==> src/rtl/cesel_pkg.sv <==
package cesel_pkg;

  localparam int CTL_W    = 8;
  localparam int CLR_LSB  = 5;
  localparam int CLR_W    = 3;
  localparam int EDGE_LSB = 3;
  localparam int EDGE_W   = 2;
  localparam int PSC_LSB  = 0;
  localparam int PSC_W    = 3;

  typedef enum logic [1:0] {
    SRC_FULL = 2'd0,
    SRC_DIV  = 2'd1,
    SRC_CASC = 2'd2,
    SRC_NONE = 2'd3
  } src_kind_e;

  typedef enum logic [1:0] {
    EDG_RISE = 2'd0,
    EDG_FALL = 2'd1,
    EDG_BOTH = 2'd2
  } edge_mode_e;

  function automatic edge_mode_e decode_edge(input logic [EDGE_W-1:0] fld);
    if (fld[1])      return EDG_BOTH;
    else if (fld[0]) return EDG_FALL;
    else             return EDG_RISE;
  endfunction

endpackage

==> src/rtl/cesel_ctl_reg.sv <==
module cesel_ctl_reg #(
  parameter int W = 8
) (
  input  logic         clk,
  input  logic         rst_n,
  input  logic         we_i,
  input  logic         run_i,
  input  logic [W-1:0] wdata_i,
  output logic [W-1:0] q_o,
  output logic         err_o
);

  logic [W-1:0] ctl_q, ctl_d;
  logic         ctl_en;
  logic         err_q, err_d;

  // Write accepted only while the channel is stopped; a blocked write latches the error.
  always_comb begin
    ctl_en = we_i & ~run_i;
    ctl_d  = wdata_i;
    err_d  = err_q | (we_i & run_i);
  end

  always_ff @(posedge clk or negedge rst_n) begin
    if (!rst_n) begin
      ctl_q <= '0;
    end else if (ctl_en) begin
      ctl_q <= ctl_d;
    end
  end

  always_ff @(posedge clk or negedge rst_n) begin
    if (!rst_n) begin
      err_q <= 1'b0;
    end else begin
      err_q <= err_d;
    end
  end

  assign q_o   = ctl_q;
  assign err_o = err_q;

endmodule

==> src/rtl/cesel_edge_det.sv <==
module cesel_edge_det #(
  parameter int SYNC_STAGES = 2
) (
  input  logic clk,
  input  logic rst_n,
  input  logic lvl_i,
  output logic rise_o,
  output logic fall_o
);

  localparam int DEPTH = SYNC_STAGES + 1;

  logic [DEPTH-1:0] pipe_q, pipe_d;

  always_comb begin
    pipe_d = {pipe_q[DEPTH-2:0], lvl_i};
  end

  always_ff @(posedge clk or negedge rst_n) begin
    if (!rst_n) begin
      pipe_q <= '0;
    end else begin
      pipe_q <= pipe_d;
    end
  end

  // Compare the last synchronized sample with the history flop.
  assign rise_o =  pipe_q[DEPTH-2] & ~pipe_q[DEPTH-1];
  assign fall_o = ~pipe_q[DEPTH-2] &  pipe_q[DEPTH-1];

endmodule

==> src/rtl/cesel_en_mux.sv <==
module cesel_en_mux
  import cesel_pkg::*;
#(
  parameter bit PHASE_OK = 1'b1
) (
  input  logic       run_i,
  input  logic       phase_mode_i,
  input  logic       phase_step_i,
  input  src_kind_e  kind_i,
  input  edge_mode_e edge_i,
  input  logic       rise_i,
  input  logic       fall_i,
  input  logic       cascade_i,
  output logic       en_o
);

  logic phase_sel;
  logic edge_hit;
  logic src_en;

  generate
    if (PHASE_OK) begin : g_phase
      assign phase_sel = phase_mode_i;
    end else begin : g_nophase
      assign phase_sel = 1'b0;
    end
  endgenerate

  always_comb begin
    case (edge_i)
      EDG_RISE: edge_hit = rise_i;
      EDG_FALL: edge_hit = fall_i;
      default:  edge_hit = rise_i | fall_i;
    endcase
  end

  always_comb begin
    case (kind_i)
      SRC_FULL: src_en = 1'b1;
      SRC_DIV:  src_en = edge_hit;
      SRC_CASC: src_en = cascade_i;
      default:  src_en = 1'b0;
    endcase
  end

  always_comb begin
    if (!run_i)         en_o = 1'b0;
    else if (phase_sel) en_o = phase_step_i;
    else                en_o = src_en;
  end

endmodule

==> src/rtl/cesel_counter.sv <==
module cesel_counter #(
  parameter int W = 16
) (
  input  logic         clk,
  input  logic         rst_n,
  input  logic         en_i,
  output logic [W-1:0] cnt_o,
  output logic         ovf_o
);

  localparam logic [W-1:0] TOP = '1;

  logic [W-1:0] cnt_q, cnt_d;
  logic         ovf_q, ovf_d;

  always_comb begin
    cnt_d = cnt_q + {{(W-1){1'b0}}, 1'b1};
    ovf_d = en_i & (cnt_q == TOP);
  end

  always_ff @(posedge clk or negedge rst_n) begin
    if (!rst_n) begin
      cnt_q <= '0;
    end else if (en_i) begin
      cnt_q <= cnt_d;
    end
  end

  always_ff @(posedge clk or negedge rst_n) begin
    if (!rst_n) begin
      ovf_q <= 1'b0;
    end else begin
      ovf_q <= ovf_d;
    end
  end

  assign cnt_o = cnt_q;
  assign ovf_o = ovf_q;

endmodule

==> src/rtl/cntclk_edge_sel.sv <==
module cntclk_edge_sel
  import cesel_pkg::*;
#(
  parameter int CHANNEL_ID  = 1,
  parameter int CNT_W       = 16,
  parameter int SYNC_STAGES = 2
) (
  input  logic             clk,
  input  logic             rst_n,
  input  logic             run_i,
  input  logic             src_clk_i,
  input  logic [1:0]       src_kind_i,
  input  logic             cascade_pulse_i,
  input  logic             phase_mode_i,
  input  logic             phase_step_i,
  input  logic             ctl_we_i,
  input  logic [CTL_W-1:0] ctl_wdata_i,
  output logic [CTL_W-1:0] ctl_q_o,
  output logic             wr_err_o,
  output logic             cnt_en_o,
  output logic [CNT_W-1:0] count_o,
  output logic             ovf_o
);

  localparam bit PHASE_OK = (CHANNEL_ID == 1) || (CHANNEL_ID == 2);

  logic [CTL_W-1:0] ctl_q;
  logic             rise, fall;
  logic             en;
  edge_mode_e       edge_mode;

  cesel_ctl_reg #(.W(CTL_W)) u_ctl (
    .clk     (clk),
    .rst_n   (rst_n),
    .we_i    (ctl_we_i),
    .run_i   (run_i),
    .wdata_i (ctl_wdata_i),
    .q_o     (ctl_q),
    .err_o   (wr_err_o)
  );

  cesel_edge_det #(.SYNC_STAGES(SYNC_STAGES)) u_edge (
    .clk    (clk),
    .rst_n  (rst_n),
    .lvl_i  (src_clk_i),
    .rise_o (rise),
    .fall_o (fall)
  );

  assign edge_mode = decode_edge(ctl_q[EDGE_LSB +: EDGE_W]);

  cesel_en_mux #(.PHASE_OK(PHASE_OK)) u_mux (
    .run_i        (run_i),
    .phase_mode_i (phase_mode_i),
    .phase_step_i (phase_step_i),
    .kind_i       (src_kind_e'(src_kind_i)),
    .edge_i       (edge_mode),
    .rise_i       (rise),
    .fall_i       (fall),
    .cascade_i    (cascade_pulse_i),
    .en_o         (en)
  );

  cesel_counter #(.W(CNT_W)) u_cnt (
    .clk   (clk),
    .rst_n (rst_n),
    .en_i  (en),
    .cnt_o (count_o),
    .ovf_o (ovf_o)
  );

  assign ctl_q_o  = ctl_q;
  assign cnt_en_o = en;

endmodule

==> config.mk <==
export PLATFORM = sky130hd
export DESIGN_NAME = cntclk_edge_sel
export DESIGN_NICKNAME = d
export VERILOG_FILES = /design/src/rtl/cesel_pkg.sv /design/src/rtl/cesel_ctl_reg.sv /design/src/rtl/cesel_edge_det.sv /design/src/rtl/cesel_en_mux.sv /design/src/rtl/cesel_counter.sv /design/src/rtl/cntclk_edge_sel.sv
export SDC_FILE = /design/constraint.sdc
export NUM_CORES = 1
export LEC_CHECK = 0
export ABC_AREA = 1
export CORE_AREA = 2 2 43 85
export CTS_CLUSTER_DIAMETER = 40
export CTS_CLUSTER_SIZE = 30
export DETAILED_ROUTE_END_ITERATION = 10
export DIE_AREA = 0 0 45 87
export PLACE_DENSITY = 0.85
export SYNTH_ARGS = -nofsm -noshare
export SYNTH_HDL_FRONTEND = slang
export SYNTH_HIERARCHICAL = 1
export SYNTH_SLANG_ARGS = --single-unit
==> constraint.sdc <==
create_clock -name clk -period 1.7 [get_ports clk]
set_input_delay 0.425 -clock clk [delete_from_list [all_inputs] [get_ports clk]]
set_output_delay 0.425 -clock clk [all_outputs]
set_load 0.02 [all_outputs]
# Yosys cells after proc, flatten, opt, wreduce, memory -nomap -nowiden
# Index checks and enable logic that the tools add are counted.
# Widths: inputs -> output; s select.
# word_totals
ff_bits	29
inputBits	18
# classes
reduce_logical	2
n_mux	6
eq_ne	4
addsub	1
n_bitwise	10
# op_table
cell	count
$add 16x1->16 const B	1
$eq 16x16->1 const B	1
$and 1x1->1	5
$eq 2x1->1 const B	2
$logic_not 2->1	2
$mux 1	3
$not 1->1	3
$pmux 1 s3	1
$eq 2x2->1 const B	1
$mux 2	1
$or 1x1->1	2
$pmux 1 s2	1

# Longest topological paths before layout
# Gate-level depths: netlist of run 1.
# depth
ltp_word	8
depth_mapped	15

# By module
# The synthesis of run 1 kept the hierarchy.
# modules_own_cells
mod	area_per_inst_um2	n_inst	cells_each
cesel_counter	907.1	1	115
cesel_ctl_reg	360.3	1	37
cesel_edge_det	90.1	1	7
cesel_en_mux	57.6	1	13
cntclk_edge_sel	10.0	1	2

# Worst setup path before layout of run 1
# No wires, ideal clock.
# synth_timing
kind	register to register
startpoint	register u_ctl.ctl_q[4], in the netlist u_ctl/q_o[4]
endpoint	register u_cnt.cnt_q[9], in the netlist u_cnt/cnt_o[9]
required_ns	1.577
arrival_ns	1.724
synth_period_minus_slack_ns	1.847
path_stages_with_launch	12
path_buffers	1
path_slack_ns	-0.147
path_cell_list	dfrtp_1 nor2_2 o21ai_0 nand2_1 nand2_1 a21oi_2 buf_4 inv_2 nor2_1 inv_1 o21ai_0 nand2_1
# synth_between
elab_chain_cells	6
elab_cells_between_ends	7
classes_between	eq/ne (1); mux (5); reduce/logical (1)
# synth_lines
element	line	rtl
start, declared	cesel_ctl_reg.sv:13	logic [W-1:0] ctl_q, ctl_d;
start signal, assigned	cesel_ctl_reg.sv:28	ctl_q <= ctl_d;
$mux 2 *	cesel_pkg.sv:25	if (fld[1]) return EDG_BOTH;
via edge_mode[0]	cntclk_edge_sel.sv:30	edge_mode_e edge_mode;
$eq 2x1->1 / $logic_not 2->1 (equally long branches)	cesel_en_mux.sv:30	case (edge_i)
$pmux 1 s2 *	cesel_en_mux.sv:30	
$pmux 1 s3 *	cesel_en_mux.sv:38	case (kind_i)
$mux 1 *	cesel_en_mux.sv:48	else if (phase_sel) en_o = phase_step_i;
$mux 1 *	cesel_en_mux.sv:47	if (!run_i) en_o = 1'b0;
via cnt_en_o	cntclk_edge_sel.sv:20	output logic cnt_en_o,
end signal, assigned	cesel_counter.sv:25	cnt_q <= cnt_d;
end, declared	cesel_counter.sv:13	logic [W-1:0] cnt_q, cnt_d;
# Mark *: on every way through the listed nets, which the timed path passes. The rest lies on a longest branch.
# A chain may end at the register's enable or synchronous reset.

# Worst setup path in the final report of run 1
# layout_timing
startpoint	register u_ctl.ctl_q[4], in the netlist u_ctl/q_o[4]
endpoint	output cnt_en_o
# layout_between
elab_chain_cells	6
elab_cells_between_ends	7
classes_between	eq/ne (1); mux (5); reduce/logical (1)
# layout_lines
element	line
$mux 2 *	cesel_pkg.sv:25
via edge_mode[0]	cntclk_edge_sel.sv:30
$eq 2x1->1 / $logic_not 2->1 (equally long branches)	cesel_en_mux.sv:30
$pmux 1 s2 *	cesel_en_mux.sv:30
$pmux 1 s3 *	cesel_en_mux.sv:38
$mux 1 *	cesel_en_mux.sv:48
$mux 1 *	cesel_en_mux.sv:47
end, declared	cntclk_edge_sel.sv:20
# Marks and branches as above.

==> summary.md, run 1 <==
| Metric | Value |
|---|---|
| Status | `finished with violations` |
| Failing checks | `negative setup slack` |
| Net Sw Frac | `0.3462` |
| Die area | `0.003915 mm2` |
| Pwr dens | `1009 mW/mm2` |
| DR vias | `1306` |
| Num ports | `45` |
| Clock network power share | `0.272` |
| Setup Viol. Count Final | `1` |
| Routed WL | `3388 um` |
| Fin crit share | `1.016` |
| Hold Path End | `u_edge/pipe_q[1]` |
| Cell chain of the critical path | `nor2_2 > o21ai_1 > nand2_1 > nand2_2 > a21oi_4 > buf_6` |
| Hold Path Cell Cnt | `0` |
| Commonest non-fill, non-tap cell in the layout | `nand2_1` |
| Number of diodes | `0` |
| DR iter-0 viols | `38` |
| Combinational power share | `0.290` |
| WHS | `354.9 ps` |
| Chip height | `87 um` |
| Syn_nets | `193` |
| Clock skew | `5.702 ps` |
| Crit path setup slack, layout | `-26.72 ps` |
| Distinct cells, synth | `22` |
| Initial core utilization | `0.4314` |
| WS Path Type | `reg -> out` |
| Power Total | `2.125 mW` |
| Root Buffer Master | `clkbuf_8` |
| Vias per cell | `4.966` |
| Vias in the first global route | `1279` |
| First-pass DRT Iterations | `4` |
| Antenna violations before repair | `0` |
| Gr ovfl total | `0` |
| Seq/Total Area, Yosys | `0.5092` |
| Critical path depth | `6` |
| Hold Crit Start | `u_edge/pipe_q[0]` |
| CP Launch Type | `flop` |
| Worst rel slew slack | `0.7204` |
| CP required | `1270 ps` |
| Worst Reg-to-Reg Cells | `10` |
| Largest delay share family, worst path | `flip-flops` |
| Global-route wire length before repair | `5402 um` |
| RePlAce Congestion | `0.7891` |
| Clock latency on the worst-skew pair | `280 ps` |
| Most frequent cells in the layout | `nand2_1, dfrtp_1, dlygate4sd2_1` |
| H-tree levels | `2` |
| Final Max Slew Viols | `0` |
| Cell Area, Synth | `0.001425 mm2` |
| Largest family of logic cells by synthesized area | `simple AND/OR/NAND/NOR gates` |
| CP Buf/Inv Count | `1` |
| Synth Instances | `174` |
| # nets final | `249` |
| Synth Area in Compound Gates | `0.02985` |
| Rows | `30` |
| Cts bufs inserted | `5` |
| Slew @ Worst Pin | `418.1 ps` |
| Final hold vios | `0` |
| Worst-path fanout max | `5` |
| Cts hold-fix bufs | `0` |
| Reg-to-Reg Start | `u_ctl/q_o[4]` |
| Post-route ant nets | `0` |
| Warnings from Yosys | `6` |
| Share of post-route cells with drive strength above 1 | `0.1991` |
| Worst R2R End | `u_cnt/cnt_o[7]` |
| Post-DP Area | `0.001937 mm2` |
| Worst path arrival time | `1300 ps` |
| Worst path max stage delay | `430 ps` |
| Multiplexer share of the synthesized area | `0` |
| All-Layer GR Usage | `0.1874` |
| F_max | `0.5791 GHz` |
| Clock Sinks | `29` |
| Port bufs | `44` |
| R2R Setup Slk | `50 ps` |
| Minimum clock period | `1727 ps` |
| CTS tree | `yes` |
| CP Capture Type | `output port` |
| Maximum VDD drop | `0.7532 mV` |
| Yosys reg bits | `29` |
| Hold Crit Class | `reg -> reg` |
| Syn avg cell area | `8.190 um2` |
| Final Instance Area | `0.002106 mm2` |
| Switching power | `735.6 uW` |
| # DRC | `0` |
| Flop pwr share | `0.437` |
| DR WL/cell | `12.88 um` |
| Pin count of the biggest net entering global routing | `30` |
| Max Root-Sink Buffers | `2` |
| Leakage | `1.055 nW` |
| Post-Synth Adder-Cell Area | `0.008780` |
| Max cap viols | `0` |
| Internal | `1.389 mW` |
| Die Wd | `45 um` |
| Slowest CP cell | `dfrtp_2` |
| Filler Cell Count | `304` |
| Xor/xnor cell area share of the yosys netlist | `0.04302` |
| Simple-gate share of the synthesized area | `0.3275` |
| Total core area | `0.003303 mm2` |
| CTS clock-pin slew for the worst setup and hold paths | `60 ps` |
| Area Growth Syn to Fin | `47.76%` |
| RSZ-0062 raised after global routing | `true` |
| DP Wirelength | `2283 um` |
## synthesized netlist by cell type
| cell | instances | area share |
|---|---|---|
| a21oi_2 | 1 | 0.0061 |
| buf_4 | 1 | 0.0053 |
| nor2_1 | 14 | 0.037 |
| a21oi_1 | 1 | 0.0035 |
| nor3_2 | 1 | 0.0070 |
| nand3_1 | 15 | 0.053 |
| inv_1 | 24 | 0.063 |
| nand4_1 | 6 | 0.026 |
| dfrtp_1 | 29 | 0.51 |
| nand2_4 | 1 | 0.0079 |
| nor2_4 | 3 | 0.024 |
| nand3b_1 | 1 | 0.0053 |
| ha_1 | 1 | 0.0088 |
| inv_2 | 2 | 0.0053 |
| o21ai_0 | 4 | 0.014 |
| nand2_2 | 2 | 0.0088 |
| a21o_2 | 1 | 0.0061 |
| nand2_1 | 57 | 0.15 |
| xnor2_1 | 5 | 0.031 |
| xor2_1 | 2 | 0.012 |
| buf_6 | 1 | 0.0079 |
| nor2_2 | 2 | 0.0088 |
## sequential cells by signal (all words and copies together) (netlist names)
name,flops
u_cnt/cnt_o,16
u_ctl/q_o,8
u_edge/pipe_q,3
u_cnt/ovf_o,1
u_ctl/err_o,1
## per-layer routing
layer	share of wire	vias to the layer above	global-route usage	routed length, um
li1	-	648	-	-
met1	0.41	607	0.2209	1387
met2	0.51	46	0.3039	1732
met3	0.060	5	0.04564	204
met4	0.019	0	0.09626	63
met5	0	-	0	0
## power groups by stage
stage / sequential [mW] / combinational, mW / clock, mW
5_1_grt: 0.950 / 0.672 / 0.624
3_5_place_dp: 0.937 / 0.649 / 0
4_1_cts: 0.927 / 0.599 / 0.595
3_3_place_gp: 0.930 / 0.641 / 0
6_report: 0.929 / 0.617 / 0.579
2_1_floorplan: 1.04 / 0.224 / 0
## what timing repair did
action                                  CTS  global route
pin swaps                                 5            13
endpoints found under the setup margin   29            14
buffers inserted                          0             2
hold endpoints to repair                  0             0
resized for setup                        34            26
## kinds of logic (layout without fill, tap and decap cells)
kind of cell,Yosys count,after routing
and+or+nand+nor,102,102
AOI/OAI and AO/OA,7,7
xor gates and xnor gates,7,7
DFF,29,29
buffers and inverters,28,85
adders and majority gates,1,1
## metrics by stage
| step | worst slack (ps) | setup TNS, ps | util | instances |
|---|---|---|---|---|
| floorplan | -20.83 | -38.67 | - | 174 |
| global placement | -553.5 | -3543 | 0.5864 | 253 |
| detailed placement | -622.2 | -5037 | 0.5864 | 253 |
| CTS | -49.46 | -110.0 | 0.6076 | 261 |
| global route | -109.3 | -316.9 | 0.6375 | 263 |
| finish | -26.72 | -26.72 | 0.6375 | 263 |
## how the worst max path moves through the flow
stage                          startpoint  slack [ps]        endpoint
after floorplan              u_ctl/q_o[4]         -20  u_cnt/cnt_o[9]
after global placement              run_i        -550        cnt_en_o
after detailed placement  cascade_pulse_i        -620        cnt_en_o
after CTS                    u_ctl/q_o[4]         -50        cnt_en_o
after global routing         u_ctl/q_o[4]        -110        cnt_en_o
final                        u_ctl/q_o[4]         -30        cnt_en_o
## cell type report
type                    instances  area (um2)  share of cell area
flip-flops and latches         29       728.2              0.3458
multi-input cells             117       669.4              0.3179
repair buffers                 51       473.0              0.2246
inverters                      26       105.1             0.04991
clock buffers                   8       90.09             0.04278
well taps                      32       40.04             0.01901
Power figures use the tool's default switching activity.
==> run 2, diff against run 1 <==
- CORE_AREA: 2 2 43 85 -> 2 2 45 88
- DIE_AREA: 0 0 45 87 -> 0 0 47 90
- PLACE_DENSITY: 0.85 -> 0.83
- SYNTH_HIERARCHICAL: 1 -> unset
==> run 2 against run 1 <==
The flow still finishes with violations (negative setup slack). Via count is 9.6% higher. Wire length is 15% higher. Design area is 5.2% higher. Final cell count is 11% higher. Clock skew is 3.4 ps higher. Sequential cell count stayed put. Largest cell class is now multi-input gates. Largest power group unchanged.
==> summary.md, run 2 <==
| Metric | Value |
|---|---|
| Status | `finished with violations` |
| Failing checks | `negative setup slack` |
| Worst rel slew slack | `0.7431` |
| Count leader, synth | `nand2_1` |
| Hold Path Cell Cnt | `0` |
| # nets final | `263` |
| RSZ-0062 raised after global routing | `true` |
| Distinct cells, synth | `24` |
| Yosys reg bits | `29` |
| Global-route wire length before repair | `6223 um` |
| Antenna violations before repair | `0` |
| Initial core utilization | `0.4292` |
| Setup Viol. Count Final | `1` |
| Synth Area in Compound Gates | `0.05964` |
| Num ports | `45` |
| Reg-to-Reg Start | `u_edge.pipe_q[1]` |
| Worst path max stage delay | `400 ps` |
| Largest family of logic cells by synthesized area | `simple AND/OR/NAND/NOR gates` |
| Cell chain of the critical path | `inv_2 > ha_4 > a21oi_2 > nand2_2 > nand2_2 > nand2_4 > inv_4 > buf_6` |
| RePlAce Congestion | `0.8208` |
| Seq/Total Area, Yosys | `0.4739` |
| Syn_nets | `203` |
| Multiplexer share of the synthesized area | `0.04412` |
| Commonest non-fill, non-tap cell in the layout | `nand2_1` |
| Slowest CP cell | `dfrtp_1` |
| Simple-gate share of the synthesized area | `0.2827` |
| CP Capture Type | `output port` |
| Rows | `31` |
| Syn avg cell area | `8.415 um2` |
| Final Max Slew Viols | `0` |
| Root Buffer Master | `clkbuf_8` |
| Chip height | `90 um` |
| H-tree levels | `2` |
| WHS | `341.6 ps` |
| DR iter-0 viols | `22` |
| Max Root-Sink Buffers | `2` |
| Synth Instances | `182` |
| Post-synth EDFFs | `0` |
| CP required | `1270 ps` |
| Worst path most repeated cell | `nand2_2` |
| Post-Synth Adder-Cell Area | `0.02451` |
| Share of post-route cells with drive strength above 1 | `0.2099` |
| Vias per cell | `4.901` |
| Area Growth Syn to Fin | `44.61%` |
| Vias in the first global route | `1384` |
| Post-route ant nets | `0` |
| DP Wirelength | `2980 um` |
| Cell Area, Synth | `0.001531 mm2` |
| Largest delay share family, worst path | `flip-flops` |
| Routed WL | `3888 um` |
| All-Layer GR Usage | `0.2045` |
| CP Launch Type | `flop` |
| Clock latency on the worst-skew pair | `280 ps` |
| Total core area | `0.003568 mm2` |
| Slew @ Worst Pin | `383.3 ps` |
| Critical path depth | `8` |
| Clock Sinks | `29` |
| Die Wd | `47 um` |
| DR WL/cell | `13.32 um` |
| Worst-path fanout max | `2` |
| Hold Crit Class | `reg -> reg` |
| Gr ovfl total | `0` |
| CTS tree | `yes` |
| Hold Crit Start | `u_edge.pipe_q[0]` |
| Clock skew | `9.143 ps` |
| CP Buf/Inv Count | `3` |
| Xor/xnor cell area share of the yosys netlist | `0.04003` |
| WS Path Type | `reg -> out` |
| Cts hold-fix bufs | `0` |
| Pin count of the biggest net entering global routing | `30` |
| Minimum clock period | `1904 ps` |
| Area contributors post-synth | `dfrtp_1, nand2_1, inv_1` |
| Worst Reg-to-Reg Cells | `11` |
| Warnings from Yosys | `0` |
| Fin crit share | `1.120` |
| Post-synth top area cell | `dfrtp_1` |
| Worst path arrival time | `1480 ps` |
| # DRC | `0` |
| Die area | `0.004230 mm2` |
| Number of diodes | `0` |
| F_max | `0.5253 GHz` |
| Primary FF master, synth | `dfrtp_1` |
| Crit path setup slack, layout | `-203.6 ps` |
| Pwr dens | `1018 mW/mm2` |
| Final hold vios | `0` |
| Port bufs | `44` |
| Post-synth ARST share | `1.000` |
| Most frequent cells in the layout | `nand2_1, dfrtp_1, clkdlybuf4s50_1` |
| Crit path launch | `u_edge.pipe_q[1]` |
| CTS clock-pin slew for the worst setup and hold paths | `60 ps` |
| Maximum VDD drop | `0.6038 mV` |
| Power Total | `2.255 mW` |
| Cts bufs inserted | `5` |
| Largest register FFs | `16` |
| Leakage | `1.056 nW` |
| Post-synth top cells | `nand2_1, dfrtp_1, inv_1` |
| DR vias | `1431` |
| Max cap viols | `0` |
| Yosys top cell area share | `0.4739` |
| Pre-CTS setup slack | `-619.0 ps` |
| First-pass DRT Iterations | `4` |
[run 2: kinds of logic after synthesis]
group	after synthesis
adders and majority gates	3
muxes	6
buffers and inverters	26
and+or+nand+nor	97
xor gates and xnor gates	7
DFF	29
AOI/OAI and AO/OA	14
[run 2: worst paths after layout]
kind | to | slack (ps)
setup / recovery | cnt_en_o | -200
min in group asynchronous | u_ctl.q_o[3] | 530
setup reg to reg | u_cnt.cnt_o[2] | 50
max in group asynchronous | u_cnt.cnt_o[5] | 900
hold / removal | u_edge.pipe_q[1] | 340
hold reg to reg | u_edge.pipe_q[1] | 340
[run 2: stage by stage]
| stage | TNS (ps) | utilization | instance area, um2 | cells |
|---|---|---|---|---|
| detailed placement | -2705 | 0.5845 | 2086 | 283 |
| finish | -203.6 | 0.6206 | 2215 | 292 |
| CTS | -197.7 | 0.6178 | 2205 | 292 |
| global placement | -1959 | 0.5845 | 2086 | 283 |
| floorplan | 0 | - | 1531 | 182 |
| global route | -383.1 | 0.6206 | 2215 | 292 |
[run 2: worst register-to-register path, delay by kind of cell (launching register included)]
kind,cells,cell delay (ps)
adder cells (fa/ha/maj),1,210
AO/OA/AOI/OAI,1,130
AND/OR/NAND/NOR,6,400
flip-flops,1,400
buffers and inverters,3,420
[run 2: layout make-up]
type	count	area [um2]
multi-input combinational	127	740.7
timing repair buffer	55	508.0
fill	332	1354
clock buffer	5	68.82
sequential	29	725.7
inverter	24	92.59
clock inverter	3	17.52
tap	49	61.31
[run 2: where the power goes]
part | internal, mW | switching (mW) | total (mW) | leakage, nW
combinational | 0.323 | 0.439 | 0.762 | 0.652
sequential | 0.811 | 0.130 | 0.941 | 0.361
clock | 0.282 | 0.271 | 0.552 | 0.0439
total | 1.42 | 0.840 | 2.26 | 1.06
[run 2: repair_timing]
action | 4_1_cts | 5_1_grt
setup endpoints to repair | 19 | 5
resized for setup | 34 | 3
hold endpoints to repair | 0 | 0
buffers inserted | 1 | 0
pin swaps | 2 | 0
[run 2: per-layer routing]
layer,vias up,GRT usage,part of all wire
li1,692,-,-
met5,-,0,0
met3,10,0.03815,0.056
met1,673,0.2289,0.37
met2,56,0.3413,0.54
met4,0,0.1065,0.034
